===== src/rtl/pci_seq_pkg.sv =====
package pci_seq_pkg;

    typedef enum logic [1:0] {
        ST_IDLE = 2'd0,
        ST_PARK = 2'd1,
        ST_ADDR = 2'd2,
        ST_DATA = 2'd3
    } seq_st_e;

    typedef struct packed {
        logic [31:0] addr;
        logic [3:0]  cmd;
        logic [3:0]  be_n;
        logic        write;
    } xfer_t;

    function automatic logic [31:0] lane_swap(input logic [31:0] w, input logic en);
        return en ? {w[7:0], w[15:8], w[23:16], w[31:24]} : w;
    endfunction

    function automatic logic even_par(input logic [31:0] d, input logic [3:0] c);
        return ^{d, c};
    endfunction

endpackage


===== src/rtl/pci_phase_fsm.sv =====
module pci_phase_fsm
    import pci_seq_pkg::*;
#(
    parameter int LEN_W = 5
) (
    input  logic             clk,
    input  logic             rst,
    input  logic             gnt_n,
    input  logic             trdy_n,
    input  logic             devsel_n,
    input  logic             req_valid,
    input  logic [LEN_W-1:0] req_len,
    output logic             req_ready,
    output logic             accept,
    output logic             advance,
    output seq_st_e          st_q,
    output seq_st_e          st_d,
    output logic [LEN_W-1:0] cnt_q,
    output logic [LEN_W-1:0] cnt_d
);

    localparam logic [LEN_W-1:0] ONE = LEN_W'(1);

    always_comb begin
        req_ready = ((st_q == ST_IDLE) || (st_q == ST_PARK)) && !gnt_n;
        accept    = req_ready && req_valid;
        advance   = (st_q == ST_DATA) && !trdy_n && !devsel_n;
        st_d      = st_q;
        cnt_d     = cnt_q;
        if (accept) begin
            st_d  = ST_ADDR;
            cnt_d = req_len;
        end else begin
            unique case (st_q)
                ST_IDLE: if (!gnt_n) st_d = ST_PARK;
                ST_PARK: if (gnt_n)  st_d = ST_IDLE;
                ST_ADDR: st_d = ST_DATA;
                ST_DATA: begin
                    if (advance) begin
                        if (cnt_q == ONE) st_d = ST_IDLE;
                        else              cnt_d = cnt_q - ONE;
                    end
                end
                default: st_d = ST_IDLE;
            endcase
        end
    end

    always_ff @(posedge clk) begin
        if (rst) begin
            st_q  <= ST_IDLE;
            cnt_q <= '0;
        end else begin
            st_q  <= st_d;
            cnt_q <= cnt_d;
        end
    end

    // no acceptance outside idle or park
    p_accept_state_r1: assert property (@(posedge clk) disable iff (rst)
        (st_q == ST_ADDR || st_q == ST_DATA) |-> !accept);

endmodule


===== src/rtl/pci_lane_drv.sv =====
module pci_lane_drv
    import pci_seq_pkg::*;
#(
    parameter int          LEN_W    = 5,
    parameter logic [3:0]  PARK_CBE = 4'b0000
) (
    input  logic             clk,
    input  logic             rst,
    input  seq_st_e          st_d,
    input  logic             accept,
    input  xfer_t            req,
    input  logic [LEN_W-1:0] cnt_d,
    input  logic             load,
    input  logic             advance,
    input  logic             big,
    input  logic [31:0]      wr_data,
    input  logic [31:0]      ad_i,
    output logic             write_q,
    output logic [31:0]      ad_o,
    output logic             ad_oe,
    output logic [3:0]       cbe_o,
    output logic             cbe_oe,
    output logic             par_o,
    output logic             par_oe,
    output logic             frame_o,
    output logic             frame_oe,
    output logic [31:0]      rd_data,
    output logic             rd_valid
);

    logic [3:0] be_q;

    always_ff @(posedge clk) begin
        if (rst) begin
            write_q  <= 1'b0;
            be_q     <= 4'hF;
            ad_o     <= '0;
            ad_oe    <= 1'b0;
            cbe_o    <= '0;
            cbe_oe   <= 1'b0;
            frame_o  <= 1'b1;
            frame_oe <= 1'b0;
            par_o    <= 1'b0;
            par_oe   <= 1'b0;
            rd_data  <= '0;
            rd_valid <= 1'b0;
        end else begin
            par_o    <= even_par(ad_o, cbe_o);
            par_oe   <= ad_oe;
            rd_valid <= advance && !write_q;
            if (advance && !write_q) rd_data <= lane_swap(ad_i, big);
            if (accept) begin
                write_q <= req.write;
                be_q    <= req.be_n;
            end
            unique case (st_d)
                ST_ADDR: begin
                    ad_o     <= req.addr & ~32'h3;
                    cbe_o    <= req.cmd;
                    ad_oe    <= 1'b1;
                    cbe_oe   <= 1'b1;
                    frame_o  <= 1'b0;
                    frame_oe <= 1'b1;
                end
                ST_DATA: begin
                    if (load) ad_o <= lane_swap(wr_data, big);
                    cbe_o    <= be_q;
                    ad_oe    <= write_q;
                    cbe_oe   <= 1'b1;
                    frame_o  <= (cnt_d == LEN_W'(1));
                    frame_oe <= 1'b1;
                end
                ST_PARK: begin
                    ad_o     <= '0;
                    cbe_o    <= PARK_CBE;
                    ad_oe    <= 1'b1;
                    cbe_oe   <= 1'b1;
                    frame_o  <= 1'b1;
                    frame_oe <= 1'b0;
                end
                default: begin
                    ad_oe    <= 1'b0;
                    cbe_oe   <= 1'b0;
                    frame_o  <= 1'b1;
                    frame_oe <= 1'b0;
                end
            endcase
        end
    end

    // parity enable trails the AD enable by one clock
    p_par_follow_r8: assert property (@(posedge clk) disable iff (rst)
        ad_oe |=> par_oe);
    p_par_quiet_r8: assert property (@(posedge clk) disable iff (rst)
        !ad_oe |=> !par_oe);

endmodule


===== src/rtl/pci_init_seq.sv =====
module pci_init_seq
    import pci_seq_pkg::*;
#(
    parameter int         MAX_BURST = 16,
    parameter logic [3:0] PARK_CBE  = 4'b0000,
    localparam int        LEN_W     = $clog2(MAX_BURST + 1)
) (
    input  logic             clk,
    input  logic             rst,
    input  logic             req_valid,
    output logic             req_ready,
    input  logic [31:0]      req_addr,
    input  logic [3:0]       req_cmd,
    input  logic [3:0]       req_be_n,
    input  logic [LEN_W-1:0] req_len,
    input  logic             req_write,
    input  logic             cfg_big_endian,
    input  logic [31:0]      wr_data,
    output logic             wr_pop,
    output logic [31:0]      rd_data,
    output logic             rd_valid,
    input  logic             gnt_n,
    input  logic             devsel_n,
    input  logic             trdy_n,
    input  logic [31:0]      ad_i,
    output logic [31:0]      ad_o,
    output logic             ad_oe,
    output logic [3:0]       cbe_o,
    output logic             cbe_oe,
    output logic             par_o,
    output logic             par_oe,
    output logic             frame_o,
    output logic             frame_oe
);

    seq_st_e          st_q, st_d;
    logic [LEN_W-1:0] cnt_q, cnt_d;
    logic             accept, advance, write_q;
    xfer_t            req;

    assign req = '{addr: req_addr, cmd: req_cmd, be_n: req_be_n, write: req_write};

    pci_phase_fsm #(.LEN_W(LEN_W)) u_fsm (
        .clk(clk), .rst(rst), .gnt_n(gnt_n), .trdy_n(trdy_n), .devsel_n(devsel_n),
        .req_valid(req_valid), .req_len(req_len), .req_ready(req_ready),
        .accept(accept), .advance(advance), .st_q(st_q), .st_d(st_d),
        .cnt_q(cnt_q), .cnt_d(cnt_d)
    );

    assign wr_pop = write_q && ((st_q == ST_ADDR) ||
                    (advance && (cnt_q != LEN_W'(1))));

    pci_lane_drv #(.LEN_W(LEN_W), .PARK_CBE(PARK_CBE)) u_lane (
        .clk(clk), .rst(rst), .st_d(st_d), .accept(accept), .req(req),
        .cnt_d(cnt_d), .load(wr_pop), .advance(advance), .big(cfg_big_endian),
        .wr_data(wr_data), .ad_i(ad_i), .write_q(write_q),
        .ad_o(ad_o), .ad_oe(ad_oe), .cbe_o(cbe_o), .cbe_oe(cbe_oe),
        .par_o(par_o), .par_oe(par_oe), .frame_o(frame_o), .frame_oe(frame_oe),
        .rd_data(rd_data), .rd_valid(rd_valid)
    );

    // address phase is dword aligned, framed and driven
    p_addr_align_r2: assert property (@(posedge clk) disable iff (rst)
        accept |=> (ad_oe && cbe_oe && frame_oe && !frame_o && ad_o[1:0] == 2'b00));
    // final data phase has FRAME# high
    p_last_frame_r4: assert property (@(posedge clk) disable iff (rst)
        (st_q == ST_DATA && cnt_q == LEN_W'(1)) |-> (frame_oe && frame_o));
    // completed read returns a word next clock
    p_rd_return_r7: assert property (@(posedge clk) disable iff (rst)
        (advance && !write_q) |=> rd_valid);
    // parked bus is driven to zero without FRAME#
    p_park_drive_r9: assert property (@(posedge clk) disable iff (rst)
        (st_q == ST_PARK) |-> (ad_oe && cbe_oe && ad_o == 32'h0 && !frame_oe));
    // grant removal releases the parked bus
    p_release_r10: assert property (@(posedge clk) disable iff (rst)
        (st_q == ST_PARK && gnt_n) |=> (!ad_oe && !cbe_oe));

endmodule


===== config.mk =====
export PLATFORM = sky130hd
export DESIGN_NAME = pci_init_seq
export DESIGN_NICKNAME = d
export VERILOG_FILES = /design/src/rtl/pci_seq_pkg.sv /design/src/rtl/pci_phase_fsm.sv /design/src/rtl/pci_lane_drv.sv /design/src/rtl/pci_init_seq.sv
export SDC_FILE = /design/constraint.sdc
export NUM_CORES = 1
export LEC_CHECK = 0
export ABC_AREA = 1
export CELL_PAD_IN_SITES_DETAIL_PLACEMENT = 1
export CELL_PAD_IN_SITES_GLOBAL_PLACEMENT = 2
export CORE_ASPECT_RATIO = 0.7
export CORE_MARGIN = 4
export CORE_UTILIZATION = 20
export DETAILED_ROUTE_END_ITERATION = 16
export GPL_ROUTABILITY_DRIVEN = 0
export PLACE_DENSITY_LB_ADDON = 0.12
export SKIP_CTS_REPAIR_TIMING = 1
export SYNTH_ARGS = -nofsm -noshare
export SYNTH_HDL_FRONTEND = slang
export SYNTH_HIERARCHICAL = 1
export SYNTH_SLANG_ARGS = --single-unit

===== constraint.sdc =====
create_clock -name clk -period 2.23 [get_ports clk]
set_input_delay 0.446 -clock clk [delete_from_list [all_inputs] [get_ports clk]]
set_output_delay 0.446 -clock clk [all_outputs]
set_load 0.01 [all_outputs]

# After elaboration in Yosys (flattened, before gate mapping)

Cells that the tools add are included.

Add/sub/neg operators: 1
Reduce and logical (&&, ||, !) cells: 20
Eq/ne operators: 10
Multiplexer cells: 19

Operator list:

| kind                  | number |
|---|---|
| $mux W32              | 3 |
| $pmux W32 S3          | 1 |
| $reduce_xor A36 Y1    | 1 |
| $mux W5               | 4 |
| $pmux W4 S3           | 1 |
| $eq A5 B1 Y1 const B  | 2 |
| $mux W2               | 5 |
| $eq A2 B2 Y1 const B  | 4 |
| $pmux W2 S4           | 1 |
| $logic_and A1 B1 Y1   | 7 |
| $ne A5 B1 Y1 const B  | 1 |
| $sub A5 B1 Y5 const B | 1 |
| $eq A2 B1 Y1 const B  | 2 |
| $logic_not A1 Y1      | 4 |
| $pmux W1 S2           | 2 |
| $reduce_or A2 Y1      | 2 |
| $reduce_bool A3 Y1    | 1 |
| $reduce_or A3 Y1      | 1 |
| $logic_not A2 Y1      | 1 |
| $logic_or A1 B1 Y1    | 2 |
| $mux W1               | 2 |
| $ne A2 B2 Y1 const B  | 1 |
| $reduce_and A2 Y1     | 1 |

Register bits after elaboration: 87
Input bits: 117
Word-level logic and storage cells: 64
Output and inout bits: 77

# Longest topological paths before layout

Gate-level depths: netlist (run 1).

Word-level depth: 9
Depth in mapped cells: 14
Gate-level depth less buffers: 14

# Cells and area by module

Netlist (run 1), hierarchy kept.

Modules (own cells, without submodules):

| module        | instances | area an instance (um^2) | cells each |
|---|---|---|---|
| pci_lane_drv  | 1         | 4508.1                  | 670 |
| pci_phase_fsm | 1         | 476.7                   | 80 |
| pci_init_seq  | 1         | 36.3                    | 8 |

# Worst setup path before layout (run 1)

OpenSTA, ideal clock, no wires.

Kind: register to register
Start point: register u_fsm.cnt_q[1]
End point: register u_lane.ad_o[16]
Clock period less this slack: 2.129 ns
Buffers on the path: 2
Required time: 2.135 ns
Stages on the path, launching flop included: 13
Setup time: 0.095 ns
Arrival time: 2.034 ns
Setup slack: 0.101 ns
Path through: dfxtp_1 -> inv_1 -> ha_1 -> nand3_1 -> nor2_1 -> nor2_1 -> inv_1 -> ha_1 -> clkbuf_2 -> inv_1 -> o21ai_4 -> buf_2 -> a221oi_1

Cells in the longest elaborated chain, start to end: 8

RTL lines:

| item                                                                | RTL line            | RTL |
|---|---|---|
| from (decl)                                                         | pci_phase_fsm.sv:18 | `output logic [LEN_W-1:0] cnt_q,` |
| from (signal assigned)                                              | pci_phase_fsm.sv:55 | `cnt_q <= cnt_d;` |
| $eq A5 B1 Y1 *                                                      | pci_phase_fsm.sv:40 | `if (cnt_q == ONE) st_d = ST_IDLE;` |
| $mux W2 *                                                           | pci_phase_fsm.sv:40 |  |
| $mux W2 *                                                           | pci_phase_fsm.sv:39 | `if (advance) begin` |
| $pmux W2 S4 *                                                       | pci_phase_fsm.sv:34 | `unique case (st_q)` |
| $mux W2 *                                                           | pci_phase_fsm.sv:30 | `if (accept) begin` |
| named net st_d[0]                                                   | pci_init_seq.sv:36  | `seq_st_e st_q, st_d;` |
| $eq A2 B2 Y1 / $eq A2 B1 Y1 (equally long branches)                 | pci_lane_drv.sv:56  | `unique case (st_d)` |
| $ne A2 B2 Y1 (no line) / $reduce_bool A3 Y1 (equally long branches) | --                  |  |
| $reduce_and A2 Y1 (no line)                                         | --                  |  |
| to (signal assigned)                                                | pci_lane_drv.sv:58  | `ad_o <= req.addr & ~32'h3;` |
| to (signal assigned)                                                | pci_lane_drv.sv:66  | `if (load) ad_o <= lane_swap(wr_data, big);` |
| to (decl)                                                           | pci_lane_drv.sv:19  | `output logic [31:0] ad_o,` |

Mark *: on every way through the listed nets, which the timed path passes. The rest lies on a longest branch.
A chain may end at the register's enable or synchronous reset.

# Worst setup path in the final report (run 1)

Start point: input gnt_n
End point: output req_ready

Cells in the longest elaborated chain, start to end: 2

RTL lines:

| item                | RTL line            | RTL |
|---|---|---|
| from (decl)         | pci_init_seq.sv:22  | `input logic gnt_n,` |
| $logic_not A1 Y1    | pci_phase_fsm.sv:25 | `req_ready = ((st_q == ST_IDLE) \|\| (st_q == ST_PARK)) && !gnt_n;` |
| $logic_and A1 B1 Y1 | pci_phase_fsm.sv:25 |  |
| to (decl)           | pci_init_seq.sv:11  | `output logic req_ready,` |

Every way passes these cells.

==> results of run 1 <==
worst max-delay path: cells and delay by family:
kind	cells	cell delay, ps
buffers and inverters	3	1070
AND/OR/NAND/NOR	1	160
stage by stage:
step                total power, mW  hold WS [ps]  utilization [%]  setup slack, ps
global placement               3.69           446             30.4             -294
global route                   5.56           469             32.0            -20.9
floorplan                      2.83           429                -              101
finish                         5.17           453             32.0              109
detailed placement             3.69           449             30.4             -396
CTS                            5.22           467             31.6             -194
cell type report:
type                       instances  share of cell area [%]
multi-input combinational        559                    36.2
timing repair buffer             237                    29.9
sequential                        87                    22.1
tap                              325                    5.15
inverter                          66                    3.20
clock buffer                      11                    3.07
clock inverter                     4                   0.412
final timing paths:
kind / from / endpoint / slack, ps / depth (start not counted)
max: gnt_n / req_ready / 110 / 4
min: u_lane/ad_oe$_SDFF_PP0_ / u_lane/par_oe$_SDFF_PP0_ / 450 / 2
max reg2reg: u_fsm/cnt_q[1]$_SDFF_PP0_ / u_lane/ad_o[17]$_SDFFE_PP0P_ / 160 / 12
min reg2reg: u_lane/ad_oe$_SDFF_PP0_ / u_lane/par_oe$_SDFF_PP0_ / 450 / 2
cells in the mapped netlist (all sizes together):
library cell	count	area, µm²
nand2	236	903
a21oi	141	709
dfxtp	87	1740
o21ai	68	352
inv	66	248
nor2	30	131
buf	23	134
clkbuf	23	87.6
nand3	20	105
o211ai	17	128
a221oi	16	190
xnor2	13	114
xor2	8	70.1
ha	7	87.6
nand3b	1	7.51
nor3	1	5.00
o31ai	1	7.51
registers in the layout (all words and copies together) (netlist names):
signal / cells
u_lane/ad_o: 32
u_lane/rd_data: 32
u_lane/be_q: 4
u_lane/ad_oe: 1
u_lane/write_q: 1
u_lane/par_o: 1
u_lane/frame_oe: 1
u_lane/par_oe: 1
u_fsm/st_q: 2
u_lane/cbe_o: 4
u_lane/cbe_oe: 1
u_lane/frame_o: 1
u_lane/rd_valid: 1
u_fsm/cnt_q: 5
power by group:
part,leakage (nW),internal [mW],total (mW),switching [mW]
Clock,0.128,0.785,1.48,0.697
Sequential,0.713,1.68,1.84,0.158
Combinational,2.52,0.876,1.85,0.973
metal layers:
| layer | vias to the layer above | track usage, % | routed length [µm] |
|---|---|---|---|
| li1 | 2905 | - | - |
| met1 | 2668 | 21.4 | 10700 |
| met2 | 103 | 23.6 | 9550 |
| met3 | 11 | 5.31 | 1320 |
| met4 | 2 | 3.17 | 152 |
| met5 | - | 0 | 12 |
cell families (layout without fill, tap and decap cells):
logic type | Yosys count | count (layout) | share of synthesized area (%)
AOI/OAI and AO/OA | 243 | 243 | 27.6
xor gates and xnor gates | 21 | 21 | 3.66
adders and majority gates | 7 | 7 | 1.74
buffers and inverters | 112 | 318 | 9.34
DFF | 87 | 87 | 34.7
and+or+nand+nor | 288 | 288 | 23.0
==> run summary, run 1 <==
Mapped Area - 5020 µm²
Congestion Overflow GR - 0
largest net degree at the start of global routing - 42
Tcrit/Tclk final - 95.1%
CTS Root Cell - clkbuf_16
most used cell, CP - clkdlybuf4s50_1
crit path kind - input port to output pin
Initial Utilization - 20.3%
multi-input logic area - 2860 µm²
clock sink total - 87
Clock Path Buffers - 2
Inst Count DP - 1269
synthesized area per cell - 6.62 µm²
CORE AREA - 24700 µm²
area grow syn2layout - 57.4%
final hold violation count - 0
Post-DP Area - 7510 µm²
fill count - 2994
commonest non-fill, non-tap cell in the layout - nand2_1
drt pass-1 iters - 4
element type at the critical path start - input port
later-pin clock latency in the skew report - 360 ps
leakage - 3.37 nW
post-route ant nets - 0
crit path DAT - 1680 ps
DP HPWL - 16200 µm
crit-path cells - clkdlybuf4s50_1, nor2_1, buf_4, clkdlybuf4s50_1
Via Count - 5689
die height - 141 µm
most frequent cells in the layout - nand2_1, clkdlybuf4s50_1, a21oi_1, dfxtp_1, o21ai_0
Pins Over Slew Limit - 0
Syn Nets - 882
min cycle time layout - 2120 ps
WP data required - 1780 ps
Max-cap violations - 0
Synthesis Warnings - 6
TritonCTS Buffers - 9
WL/cell - 16.9 µm
CTS tree - yes
antenna violations before repair - 1
DRT iter0 DRCs - 172
HP Class - register to register
I/O pins - 194
worst vdd ir - 0.331 mV
non-filler cells in the finished layout - 1289
# diodes - 0
sequential fraction of the synthesis area - 34.7%
die width - 197 µm
post-route setup TNS - 0 ps
Port-buffer cells - 191
final net count - 1084
Max stage delay cell, worst path - clkdlybuf4s50_1
worst slew pin tran - 654 ps
status - finished clean
CTS H-tree depth - 3
Via density - 4.41
Critical Path End Type - output pin
Max Freq - 471 MHz
total track usage - 15.5%
Register Area - 1740 µm²
first-pass GRT wire length - 33700 µm
Crit path largest cell delay - 520 ps
layout cell share with drive strength beyond 1 - 10.3%
clock-pin slew on the worst setup and hold paths - 70 ps
number of remaining DRC errors - 0
Yosys reg bits - 87
post-route clock skew - 10.0 ps
relative slew slack - 56.4%
die area - 27700 µm²
drt total wl - 21800 µm
Final setup viols - 0
Yosys cell types - 29
final instance area - 7900 µm²
vias in the first global route - 5995
Cell Rows - 48
Max FO, Critical Path - 2
PD cells - 654 nW/µm²
Cells after Synth - 758
Power figures use the tool's default switching activity.
==> run 2: changes to the inputs <==
--- a/config.mk
+++ b/config.mk
@@ -14,6 +14,7 @@
 export DETAILED_ROUTE_END_ITERATION = 16
 export GPL_ROUTABILITY_DRIVEN = 0
 export PLACE_DENSITY_LB_ADDON = 0.12
+export RECOVER_POWER = 25
 export SKIP_CTS_REPAIR_TIMING = 1
 export SYNTH_ARGS = -nofsm -noshare
 export SYNTH_HDL_FRONTEND = slang
==> results of run 2 <==
The final DEF is identical to that of run 1; final timing and power are the same.
==> run 3: changes to the inputs <==
--- a/config.mk
+++ b/config.mk
@@ -13,6 +13,7 @@
 export CORE_UTILIZATION = 20
 export DETAILED_ROUTE_END_ITERATION = 16
 export GPL_ROUTABILITY_DRIVEN = 0
+export MAX_ROUTING_LAYER = met4
 export PLACE_DENSITY_LB_ADDON = 0.12
 export RECOVER_POWER = 25
 export SKIP_CTS_REPAIR_TIMING = 1
==> run summary, run 3 (same netlist as run 1, synthesis figures left out) <==
number of remaining DRC errors - 0 (unchanged)
Initial Utilization - 20.3% (unchanged)
DRT iter0 DRCs - 184 (+7.0%)
Metal-1 WL - 10800 µm (+0.77%)
final hold violation count - 0 (unchanged)
Max Used Layer - met4
Critical Path End Type - output pin
PD cells - 654 nW/µm² (about the same)
later-pin clock latency in the skew report - 360 ps (about the same)
top flop regs - u_lane/ad_o (32), u_lane/rd_data (32), u_fsm/cnt_q (5)
min cycle time layout - 2120 ps (unchanged)
number of cells on the worst hold path - 2 (unchanged)
CTS Root Cell - clkbuf_16
Via density - 4.43 (+0.47%)
Max FO, Critical Path - 2 (unchanged)
post-route clock skew - 9.75 ps (-0.272 ps)
HP Class - register to register
Port-buffer cells - 191 (unchanged)
crit path kind - input port to output pin
leakage - 3.37 nW (unchanged)
Via Count - 5720 (+0.54%)
Final setup viols - 0 (unchanged)
CTS H-tree depth - 3 (unchanged)
largest net degree at the start of global routing - 42 (unchanged)
clock sink total - 87 (unchanged)
vias in the first global route - 6003 (+0.13%)
worst vdd ir - 0.330 mV (about the same)
CTS tree - yes
WL/cell - 16.9 µm (about the same)
antenna violations before repair - 1 (unchanged)
drt pass-1 iters - 6 (+2)
layout cell share with drive strength beyond 1 - 10.3% (unchanged)
PnR Total Power - 5.17 mW (about the same)
die width - 197 µm (unchanged)
relative slew slack - 56.2% (-0.16 points)
Congestion Overflow GR - 0 (unchanged)
Crit path largest cell delay - 520 ps (about the same)
Max stage delay cell, worst path - clkdlybuf4s50_1
worst slew pin tran - 656 ps (+2.34 ps)
die height - 141 µm (unchanged)
pre-CTS WS - -396 ps (unchanged)
WP data required - 1780 ps (about the same)
most frequent cells in the layout - nand2_1, clkdlybuf4s50_1, a21oi_1, dfxtp_1, o21ai_0
clock-pin slew on the worst setup and hold paths - 70 ps (about the same)
met2 wire len - 9570 µm (+0.17%)
die area - 27700 µm² (unchanged)
Tcrit/Tclk final - 95.1% (unchanged)
Max Freq - 471 MHz (unchanged)
DP HPWL - 16200 µm (unchanged)
PnR worst setup slack - 109 ps (unchanged)
Pins Over Slew Limit - 0 (unchanged)
Clock Path Buffers - 2 (unchanged)
commonest non-fill, non-tap cell in the layout - nand2_1
final net count - 1084 (unchanged)
Cell Rows - 48 (unchanged)
post-route ant nets - 0 (unchanged)
most used cell, CP - clkdlybuf4s50_1
fill count - 2994 (unchanged)
drt total wl - 21800 µm (+0.11%)
post-route setup TNS - 0 ps (unchanged)
area grow syn2layout - 57.4% (about the same)
met3 WL post-DR - 1240 µm (-6.6%)
I/O pins - 194 (unchanged)
total track usage - 15.9% (+0.43 points)
element type at the critical path start - input port
crit-path cells - clkdlybuf4s50_1, nor2_1, buf_4, clkdlybuf4s50_1
CORE AREA - 24700 µm² (unchanged)
first-pass GRT wire length - 33700 µm (-0.10%)
TritonCTS Buffers - 9 (unchanged)
crit path DAT - 1680 ps (about the same)
R2R cell count - 12 (unchanged)
Max-cap violations - 0 (unchanged)
status - finished clean
==> run 3: cell type report <==
type | count | area [µm²] | area share (%)
multi-input combinational | 559 | 2860 | 36.2
timing repair buffer | 237 | 2360 | 29.9
sequential | 87 | 1740 | 22.1
tap | 325 | 407 | 5.14
inverter | 66 | 253 | 3.20
clock buffer | 11 | 243 | 3.07
clock inverter | 4 | 32.5 | 0.412
antenna | 1 | 2.50 | 0.0317
==> run 3: final timing paths <==
check | from | endpoint | slack [ps]
worst min register to register | u_lane/ad_oe$_SDFF_PP0_ | u_lane/par_oe$_SDFF_PP0_ | 450
worst min-delay path | u_lane/ad_oe$_SDFF_PP0_ | u_lane/par_oe$_SDFF_PP0_ | 450
worst max register to register | u_fsm/cnt_q[1]$_SDFF_PP0_ | u_lane/ad_o[17]$_SDFFE_PP0P_ | 150
worst max-delay path | gnt_n | req_ready | 110
==> run 3: report_power, final <==
part           switching [mW]  leakage (nW)  total [mW]  internal [mW]
Sequential              0.158         0.713        1.84           1.68
Combinational           0.974          2.52        1.85          0.876
Clock                   0.695         0.128        1.48          0.785
Total                    1.83          3.37        5.17           3.34
==> run 3: metal layers <==
metal	GRT usage, %	up-vias
li1	-	2904
met1	21.4	2696
met2	23.6	108
met3	4.98	12
met4	3.17	0
met5	-	-
==> run 3: metrics by stage <==
step           cell area [µm²]  hold slack [ps]  util, %  cells
2_1_floorplan             5020              429        -    758
4_1_cts                   7790              467     31.6   1284
3_3_place_gp              7510              446     30.4   1269
3_5_place_dp              7510              449     30.4   1269
5_1_grt                   7900              469     32.0   1290
6_report                  7900              453     32.0   1290
==> run 3: critical path, delay by kind of cell <==
kind / cells / cell delay, ps
buf+inv: 3 / 1070
simple gates: 1 / 160
